[src/rtl/spi_csh_pkg.sv]
package spi_csh_pkg;
  typedef enum logic [2:0] {
    ST_IDLE,
    ST_SETUP,
    ST_WAIT_EN,
    ST_SHIFT,
    ST_LINK,
    ST_HOLD,
    ST_GAP
  } csh_state_e;
endpackage

[src/rtl/csh_counter.sv]
module csh_counter #(
  parameter int unsigned CNT_W = 8
) (
  input  logic             clk_i,
  input  logic             rst_ni,
  input  logic             load_i,
  input  logic [CNT_W-1:0] load_val_i,
  input  logic             dec_i,
  output logic             zero_o
);
  logic [CNT_W-1:0] cnt_q;

  always_ff @(posedge clk_i or negedge rst_ni) begin
    if (!rst_ni)                   cnt_q <= '0;
    else if (load_i)               cnt_q <= load_val_i;
    else if (dec_i && cnt_q != '0) cnt_q <= cnt_q - 1'b1;
  end

  assign zero_o = (cnt_q == '0);
endmodule

[src/rtl/csh_fsm.sv]
module csh_fsm
  import spi_csh_pkg::*;
#(
  parameter int unsigned CNT_W = 8
) (
  input  logic             clk_i,
  input  logic             rst_ni,
  input  logic             req_i,
  input  logic             hold_i,
  input  logic             five_pin_i,
  input  logic [CNT_W-1:0] setup_cyc_i,
  input  logic [CNT_W-1:0] hold_cyc_i,
  input  logic [CNT_W-1:0] idle_cyc_i,
  input  logic [CNT_W-1:0] timeout_cyc_i,
  input  logic             slave_en_ni,
  input  logic             shift_done_i,
  input  logic             cnt_zero_i,
  output logic             load_o,
  output logic [CNT_W-1:0] load_val_o,
  output logic             dec_o,
  output logic             cs_no,
  output logic             shift_start_o,
  output logic             timeout_o
);
  csh_state_e state_q, state_d;
  logic start_d, tmo_set, tmo_clr;
  logic cs_n_q, start_q, tmo_q;

  always_comb begin
    state_d    = state_q;
    load_o     = 1'b0;
    load_val_o = '0;
    dec_o      = 1'b0;
    start_d    = 1'b0;
    tmo_set    = 1'b0;
    tmo_clr    = 1'b0;
    unique case (state_q)
      ST_IDLE: if (req_i) begin
        state_d    = five_pin_i ? ST_WAIT_EN : ST_SETUP;
        load_o     = 1'b1;
        load_val_o = five_pin_i ? timeout_cyc_i : setup_cyc_i;
        tmo_clr    = 1'b1;
      end
      ST_SETUP: begin
        if (cnt_zero_i) begin
          state_d = ST_SHIFT;
          start_d = 1'b1;
        end else dec_o = 1'b1;
      end
      ST_WAIT_EN: begin
        // enable wins over an expiring timeout
        if (!slave_en_ni) begin
          state_d = ST_SHIFT;
          start_d = 1'b1;
        end else if (cnt_zero_i) begin
          state_d    = ST_HOLD;
          load_o     = 1'b1;
          load_val_o = hold_cyc_i;
          tmo_set    = 1'b1;
        end else dec_o = 1'b1;
      end
      ST_SHIFT: if (shift_done_i) begin
        if (hold_i) state_d = ST_LINK;
        else begin
          state_d    = ST_HOLD;
          load_o     = 1'b1;
          load_val_o = hold_cyc_i;
        end
      end
      ST_LINK: begin
        if (req_i) begin
          state_d    = five_pin_i ? ST_WAIT_EN : ST_SETUP;
          load_o     = 1'b1;
          load_val_o = five_pin_i ? timeout_cyc_i : setup_cyc_i;
          tmo_clr    = 1'b1;
        end else if (!hold_i) begin
          state_d    = ST_HOLD;
          load_o     = 1'b1;
          load_val_o = hold_cyc_i;
        end
      end
      ST_HOLD: begin
        if (cnt_zero_i) begin
          state_d    = ST_GAP;
          load_o     = 1'b1;
          load_val_o = idle_cyc_i;
        end else dec_o = 1'b1;
      end
      ST_GAP: begin
        if (!cnt_zero_i) dec_o = 1'b1;
        else if (req_i) begin
          state_d    = five_pin_i ? ST_WAIT_EN : ST_SETUP;
          load_o     = 1'b1;
          load_val_o = five_pin_i ? timeout_cyc_i : setup_cyc_i;
          tmo_clr    = 1'b1;
        end else state_d = ST_IDLE;
      end
      default: state_d = ST_IDLE;
    endcase
  end

  always_ff @(posedge clk_i or negedge rst_ni) begin
    if (!rst_ni) begin
      state_q <= ST_IDLE;
      cs_n_q  <= 1'b1;
      start_q <= 1'b0;
      tmo_q   <= 1'b0;
    end else begin
      state_q <= state_d;
      cs_n_q  <= (state_d == ST_IDLE) || (state_d == ST_GAP);
      start_q <= start_d;
      if (tmo_set)      tmo_q <= 1'b1;
      else if (tmo_clr) tmo_q <= 1'b0;
    end
  end

  assign cs_no         = cs_n_q;
  assign shift_start_o = start_q;
  assign timeout_o     = tmo_q;
endmodule

[src/rtl/spi_cs_handshake.sv]
module spi_cs_handshake #(
  parameter int unsigned CNT_W = 8
) (
  input  logic             clk_i,
  input  logic             rst_ni,
  input  logic             req_i,
  input  logic             hold_i,
  input  logic             five_pin_i,
  input  logic [CNT_W-1:0] setup_cyc_i,
  input  logic [CNT_W-1:0] hold_cyc_i,
  input  logic [CNT_W-1:0] idle_cyc_i,
  input  logic [CNT_W-1:0] timeout_cyc_i,
  input  logic             slave_en_ni,
  output logic             shift_start_o,
  input  logic             shift_done_i,
  output logic             cs_no,
  output logic             timeout_o
);
  logic             cnt_load, cnt_dec, cnt_zero;
  logic [CNT_W-1:0] cnt_load_val;

  csh_fsm #(.CNT_W(CNT_W)) u_fsm (
    .clk_i         (clk_i),
    .rst_ni        (rst_ni),
    .req_i         (req_i),
    .hold_i        (hold_i),
    .five_pin_i    (five_pin_i),
    .setup_cyc_i   (setup_cyc_i),
    .hold_cyc_i    (hold_cyc_i),
    .idle_cyc_i    (idle_cyc_i),
    .timeout_cyc_i (timeout_cyc_i),
    .slave_en_ni   (slave_en_ni),
    .shift_done_i  (shift_done_i),
    .cnt_zero_i    (cnt_zero),
    .load_o        (cnt_load),
    .load_val_o    (cnt_load_val),
    .dec_o         (cnt_dec),
    .cs_no         (cs_no),
    .shift_start_o (shift_start_o),
    .timeout_o     (timeout_o)
  );

  csh_counter #(.CNT_W(CNT_W)) u_cnt (
    .clk_i      (clk_i),
    .rst_ni     (rst_ni),
    .load_i     (cnt_load),
    .load_val_i (cnt_load_val),
    .dec_i      (cnt_dec),
    .zero_o     (cnt_zero)
  );
endmodule

[config.mk]
export PLATFORM = sky130hd
export DESIGN_NAME = spi_cs_handshake
export DESIGN_NICKNAME = d
export VERILOG_FILES = /design/src/rtl/spi_csh_pkg.sv /design/src/rtl/csh_counter.sv /design/src/rtl/csh_fsm.sv /design/src/rtl/spi_cs_handshake.sv
export SDC_FILE = /design/constraint.sdc
export NUM_CORES = 1
export LEC_CHECK = 0
export BUFFER_PORTS_ARGS = -buffer_cell sky130_fd_sc_hd__buf_4
export CAP_MARGIN = 25
export CORE_MARGIN = 2
export CORE_UTILIZATION = 30
export DETAILED_ROUTE_END_ITERATION = 12
export PLACE_DENSITY_LB_ADDON = 0.1
export SLEW_MARGIN = 20
export SYNTH_ARGS = -nofsm -noshare
export SYNTH_HDL_FRONTEND = slang
export SYNTH_SLANG_ARGS = --single-unit
[constraint.sdc]
create_clock -name clk_i -period 3 [get_ports clk_i]
set_input_delay 0.15 -clock clk_i [delete_from_list [all_inputs] [get_ports clk_i]]
set_output_delay 0.15 -clock clk_i [all_outputs]
set_load 0.005 [all_outputs]
==> results of run 1 <==
==> cell type report <==
type | instances | area [um^2]
Fill cell | 422 | 2360
Timing Repair Buffer | 42 | 318
Multi-Input combinational cell | 115 | 847
Tap cell | 50 | 62.6
Clock buffer | 4 | 45.0
Inverter | 4 | 15.0
Sequential cell | 14 | 352
==> worst max-delay path: stages (launching register included) <==
cell and delay [ps]:
dfrtp_1 410, inv_1 70, ha_1 190, nor3b_4 400, nand2_2 170, o211ai_2 420, o221ai_1 190, o311a_1 160
==> metal layers <==
layer,track usage (%),up-vias
met3,2.47,5
li1,-,621
met1,21.7,583
met4,7.75,0
met5,0,-
met2,28.2,43
==> kinds of logic after synthesis <==
logic type / Yosys count / share of synthesized area (%)
DFF: 14 / 28.4
buffers and inverters: 9 / 3.33
AOI/OAI and AO/OA: 41 / 25.6
muxes: 13 / 10.5
xor gates and xnor gates: 2 / 1.41
adders and majority gates: 1 / 1.01
and+or+nand+nor: 58 / 29.8
==> timing repair <==
action | in CTS | in global routing
endpoints found under the setup margin | 0 | 0
hold buffers | 1 | 0
hold endpoints to repair | 14 | 0
==> Yosys cell counts, drive strengths merged (2+ instances only) <==
| library cell | instances |
|---|---|
| o31ai | 2 |
| nand2 | 3 |
| a22oi | 3 |
| and2 | 2 |
| nand2b | 2 |
| nor2b | 5 |
| dfrtp | 13 |
| buf | 4 |
| and3 | 2 |
| o211ai | 2 |
| nor3b | 2 |
| a21oi | 5 |
| a221oi | 6 |
| a211oi | 2 |
| nor3 | 7 |
| or2 | 2 |
| nand3 | 5 |
| o21ai | 9 |
| nor4 | 3 |
| nor2 | 19 |
| mux2i | 13 |
| inv | 4 |
==> report_power, final <==
group	total, mW	internal [mW]	switching (mW)
sequential	0.401	0.266	0.135
clock	0.160	0.0940	0.0657
combinational	0.576	0.280	0.295
total	1.14	0.640	0.496
==> how the worst max path moves through the flow <==
stage                                from                          to  slack (ps)  cells past startpoint
5_1_grt        u_cnt.cnt_q[0]$_DFFE_PN0P_  u_cnt.cnt_q[3]$_DFFE_PN0P_         630                      7
6_report       u_cnt.cnt_q[0]$_DFFE_PN0P_  u_cnt.cnt_q[6]$_DFFE_PN0P_         870                      7
3_3_place_gp   u_cnt.cnt_q[0]$_DFFE_PN0P_  u_cnt.cnt_q[3]$_DFFE_PN0P_         930                      7
3_5_place_dp   u_cnt.cnt_q[0]$_DFFE_PN0P_  u_cnt.cnt_q[6]$_DFFE_PN0P_         840                      7
4_1_cts        u_cnt.cnt_q[0]$_DFFE_PN0P_  u_cnt.cnt_q[6]$_DFFE_PN0P_         840                      7
2_1_floorplan  u_cnt.cnt_q[0]$_DFFE_PN0P_  u_cnt.cnt_q[6]$_DFFE_PN0P_        1150                      7
==> flip-flops by register name, summed over array words and instances, names as in the netlist <==
register             flops
u_cnt.cnt_q              8
u_fsm.cs_no              1
u_fsm.shift_start_o      1
u_fsm.state_q            3
u_fsm.timeout_o          1
==> impl_metrics.env, run 1 <==
export IMPL_outcome="completed"
export IMPL_dr_wl_met2_um=1620
export IMPL_netlist_area_um2=1240
export IMPL_totalWireLength_um=3480
export IMPL_slew_headroom_pct=63.5
export IMPL_r2r_cells=7
export IMPL_ioPinCount=42
export IMPL_dr_wl_met3_um=218
export IMPL_power_density_nw_per_um2=693
export IMPL_postSynthCellCount=138
export IMPL_final_max_slew_viol_count=0
export IMPL_synth_top_area_share_pct=26.2
export IMPL_cp_end_kind="flip-flop"
export IMPL_ys_types=55
export IMPL_power_mw=1.14
export IMPL_tns_ps=0
export IMPL_place_gp_congestion=0.920
export IMPL_root_buffer="clkbuf_8"
export IMPL_hp_start="idle_cyc_i[0]"
export IMPL_post_cts_buffers=0
export IMPL_grt_pass1_wl_um=5750
export IMPL_hold_violations=0
export IMPL_nets=220
export IMPL_min_period_over_period_pct=71.1
export IMPL_r2r_slack_ps=870
export IMPL_grt_max_degree=16
export IMPL_placed_cells=224
export IMPL_die_x_um=68.3
export IMPL_firstDrtPassIters=4
export IMPL_ys_flop_type="dfrtp_1"
export IMPL_post_route_drc_count=0
export IMPL_clk_latency_ps=250
export IMPL_synth_async_reset_ratio_pct=100
export IMPL_min_path_type="in -> reg"
export IMPL_final_common_cell="buf_4"
export IMPL_place_area_um2=1580
export IMPL_drv_cap=0
export IMPL_dr_first_iter_drc_count=101
export IMPL_setup_ws_ps=866
export IMPL_cts_buffer_depth=2
export IMPL_drive_above_1_share_pct=33.5
export IMPL_hold_worst_slack_ps=151
export IMPL_synth_edf_count=0
export IMPL_layout_common_cells="buf_4 (41), nor2_1 (18), mux2i_1 (13), dfrtp_1 (13), o21ai_0 (8)"
export IMPL_wl_per_cell_um=15.2
export IMPL_clkSlewWorstSetupHoldPaths_ps=60
export IMPL_holdPathStages=3
export IMPL_worst_pin_slew_ps=546
export IMPL_worstPathMaxFanout=9
export IMPL_grt_overflow=0
export IMPL_instances_no_fill=229
export IMPL_yosysSeqAreaShare_pct=28.4
export IMPL_diodes=0
export IMPL_yosys_area_top_type="dfrtp_1"
export IMPL_synth_area_leaders="dfrtp_1 (26%), mux2i_1 (10%), nor2_1 (5.4%)"
export IMPL_yosys_warnings=0
export IMPL_crit_type="reg -> reg"
export IMPL_critPathRequiredTime_ps=3130
export IMPL_post_drt_via_cell_ratio=5.47
export IMPL_numPortBuffers=41
export IMPL_fmax_mhz=469
export IMPL_period_needed_ps=2130
export IMPL_wl_met1_um=1580
export IMPL_cts_tree="done"
export IMPL_via_count=1252
export IMPL_top_layer="met4"
export IMPL_numCtsBuffers=3
export IMPL_htreeDepth=1
export IMPL_dieArea_um2=4660
export IMPL_postLayoutCellArea_um2=1640
export IMPL_ys_seq_elements=14
export IMPL_core_um2=4000
export IMPL_rsz0062_at_grt="false"
export IMPL_crit_arrival_ps=2260
export IMPL_syn_to_final_growth_pct=32.2
export IMPL_rows=23
export IMPL_hold_end="u_cnt.cnt_q[0]$_DFFE_PN0P_"
export IMPL_cts_resized_gates=0
export IMPL_reg2reg_to="u_cnt.cnt_q[6]$_DFFE_PN0P_"
export IMPL_synthesis_nets=178
export IMPL_grtUsageTotal_pct=17.0
export IMPL_initial_core_util_pct=31.0
export IMPL_dp_slack_ps=841
export IMPL_chipHeight_um=68.3
export IMPL_grt_pass1_vias=1204
export IMPL_crit_path_start_kind="flip-flop"
export IMPL_syn_area_per_cell_um2=8.99
export IMPL_post_route_util_pct=41.0
export IMPL_ant_nets=0
export IMPL_setup_viol=0
export IMPL_p_leak_nw=0.702
export IMPL_skew_ps=1.68
export IMPL_dp_hpwl_um=2740
export IMPL_antenna_found_initial=0
export IMPL_rr_startpoint="u_cnt.cnt_q[0]$_DFFE_PN0P_"
export IMPL_cts_sinks=14
export IMPL_ir_drop_v=0.000244
(Power assumes the default switching activity.)
==> run 2: changes to the inputs <==
Clock period 3 ns to 1.8 ns, I/O delays scaled along.
==> run 2 against run 1 <==
  * Global-route usage rose by 2.3 points
  * Clock power rose by 98%
  * Critical path depth did not move
  * Die area did not move
  * Sequential share of layout area fell by 4.4 points
  * Largest power group unchanged
==> impl_metrics.env, run 2 (synthesis results as in run 1) <==
export IMPL_setup_viol=0
export IMPL_skew_ps=0.682
export IMPL_crit_type="reg -> reg"
export IMPL_grt_pass1_vias=1455
export IMPL_clk_latency_ps=250
export IMPL_p_sw_mw=1.00
export IMPL_worstPathMaxFanout=6
export IMPL_worst_pin_slew_ps=459
export IMPL_dieArea_um2=4660
export IMPL_final_common_cell="buf_4"
export IMPL_antenna_found_initial=0
export IMPL_ir_drop_v=0.000443
export IMPL_cts_sinks=14
export IMPL_postLayoutCellArea_um2=2070
export IMPL_rows=23
export IMPL_period_needed_ps=1790
export IMPL_largestRegisters="u_cnt.cnt_q x8, u_fsm.state_q x3"
export IMPL_p_leak_nw=0.943
export IMPL_fmax_mhz=557
export IMPL_initial_core_util_pct=31.0
export IMPL_final_max_slew_viol_count=0
export IMPL_switching_share_pct=40.8
export IMPL_min_path_type="in -> reg"
export IMPL_place_gp_congestion=0.854
export IMPL_dp_hpwl_um=3160
export IMPL_nets=259
export IMPL_power_density_nw_per_um2=1180
export IMPL_numCtsBuffers=3
export IMPL_numPortBuffers=41
export IMPL_outcome="completed"
export IMPL_fillers=383
export IMPL_met3_usage_pct=2.30
export IMPL_ioPinCount=42
export IMPL_ant_nets=0
export IMPL_top_register="u_cnt.cnt_q"
export IMPL_grt_use_met1_pct=22.9
export IMPL_met2_usage_pct=34.1
export IMPL_hold_violations=0
export IMPL_firstDrtPassIters=4
export IMPL_min_period_over_period_pct=99.7
export IMPL_crit_arrival_ps=1970
export IMPL_p_int_mw=1.45
export IMPL_power_frac_clock_pct=12.9
export IMPL_slew_headroom_pct=69.1
export IMPL_place_area_um2=1880
export IMPL_wl_per_cell_um=14.8
export IMPL_cp_end_kind="flip-flop"
export IMPL_drv_cap=0
export IMPL_crit_path_start_kind="flip-flop"
export IMPL_diodes=0
export IMPL_dr_first_iter_drc_count=55
export IMPL_hold_worst_slack_ps=73.0
export IMPL_post_route_drc_count=0
export IMPL_drive_above_1_share_pct=52.8
export IMPL_grt_pass1_wl_um=6570
export IMPL_grt_overflow=0
export IMPL_layout_common_cells="buf_4 (77), nor2_1 (18), mux2i_1 (13)"
export IMPL_via_count=1399
export IMPL_htreeDepth=1
export IMPL_critPathRequiredTime_ps=1980
export IMPL_chipHeight_um=68.3
export IMPL_syn_to_final_growth_pct=67.1
export IMPL_grt_max_degree=15
export IMPL_root_buffer="clkbuf_8"
export IMPL_seq_power_share_pct=24.2
export IMPL_clkSlewWorstSetupHoldPaths_ps=60
export IMPL_largest_reg_flops=8
export IMPL_cts_tree="done"
export IMPL_power_mw=2.45
export IMPL_post_drt_via_cell_ratio=5.22
export IMPL_grtUsageTotal_pct=19.3
export IMPL_comb_power_share_pct=62.9
export IMPL_rsz0062_at_grt="true"
export IMPL_die_x_um=68.3
export IMPL_totalWireLength_um=3960
export IMPL_cts_buffer_depth=2
export IMPL_grt_busiest_layer="met2"
export IMPL_core_um2=4000
[run 2: cell count changes in the layout (fill, tap and decap cells not counted), sizes merged]
cell / before / now
buf: 41 / 80
[run 2: per-stage QoR]
| stage | instances | setup WS (ps) | utilization, % | setup TNS (ps) |
|---|---|---|---|---|
| floorplan | 138 | -9.63 | - | -17.7 |
| global placement | 259 | -63.1 | 46.9 | -252 |
| detailed placement | 259 | -96.6 | 46.9 | -496 |
| CTS | 266 | 1.42 | 50.4 | 0 |
| global route | 268 | -167 | 51.8 | -635 |
| finish | 268 | 6.07 | 51.8 | 0 |
[run 2: power by group through the flow]
stage | Clock, mW | Sequential, mW | Combinational [mW]
CTS | 0.324 | 0.590 | 1.48
finish | 0.317 | 0.595 | 1.54
global placement | 0 | 0.597 | 1.38
detailed placement | 0 | 0.594 | 1.39
global route | 0.339 | 0.618 | 1.69
floorplan | 0 | 0.589 | 0.809
[run 2: path summary, 6_finish.rpt]
kind	start	endpoint	slack (ps)	cells past startpoint
min	idle_cyc_i[0]	u_cnt.cnt_q[0]$_DFFE_PN0P_	70	3
max reg2reg	u_cnt.cnt_q[0]$_DFFE_PN0P_	u_fsm.cs_no$_DFF_PN1_	6	7
min reg2reg	u_fsm.timeout_o$_DFFE_PN0P_	u_fsm.timeout_o$_DFFE_PN0P_	500	1
max	u_cnt.cnt_q[0]$_DFFE_PN0P_	u_fsm.cs_no$_DFF_PN1_	6	7
min in group asynchronous	rst_ni	u_fsm.timeout_o$_DFFE_PN0P_	230	2
max in group asynchronous	rst_ni	u_fsm.cs_no$_DFF_PN1_	1330	2
[run 2: area by class of cell]
class                   count  area (um^2)  share of cell area (%)
repair buffers             81          622                    30.0
multi-input cells         115          965                    46.6
clock buffers               4         55.1                    2.66
well taps                  50         62.6                    3.02
flip-flops and latches     14          353                    17.0
inverters                   4         15.0                   0.725
[run 2: what timing repair did]
action                     CTS  global route
hold endpoints to repair    14             0
pin swaps                    1             6
gates resized for setup     11            10
setup endpoints to repair    9            10
gates cloned                 0             0
hold buffers                 1             0
setup buffers                2             2
[run 2: critical path: stages (launching register included)]
cell and delay, ps:
dfrtp_1 370, inv_1 60, ha_2 180, nor3b_4 320, nand2_4 140, a311o_1 360, and2_1 180, nor3_2 110
[run 2: per-layer routing]
| layer | vias to the layer above | wire length [um] |
|---|---|---|
| met2 | 48 | 1960 |
| met1 | 645 | 1710 |
| li1 | 699 | - |
| met4 | 0 | 91 |
| met5 | - | 0 |
| met3 | 7 | 192 |
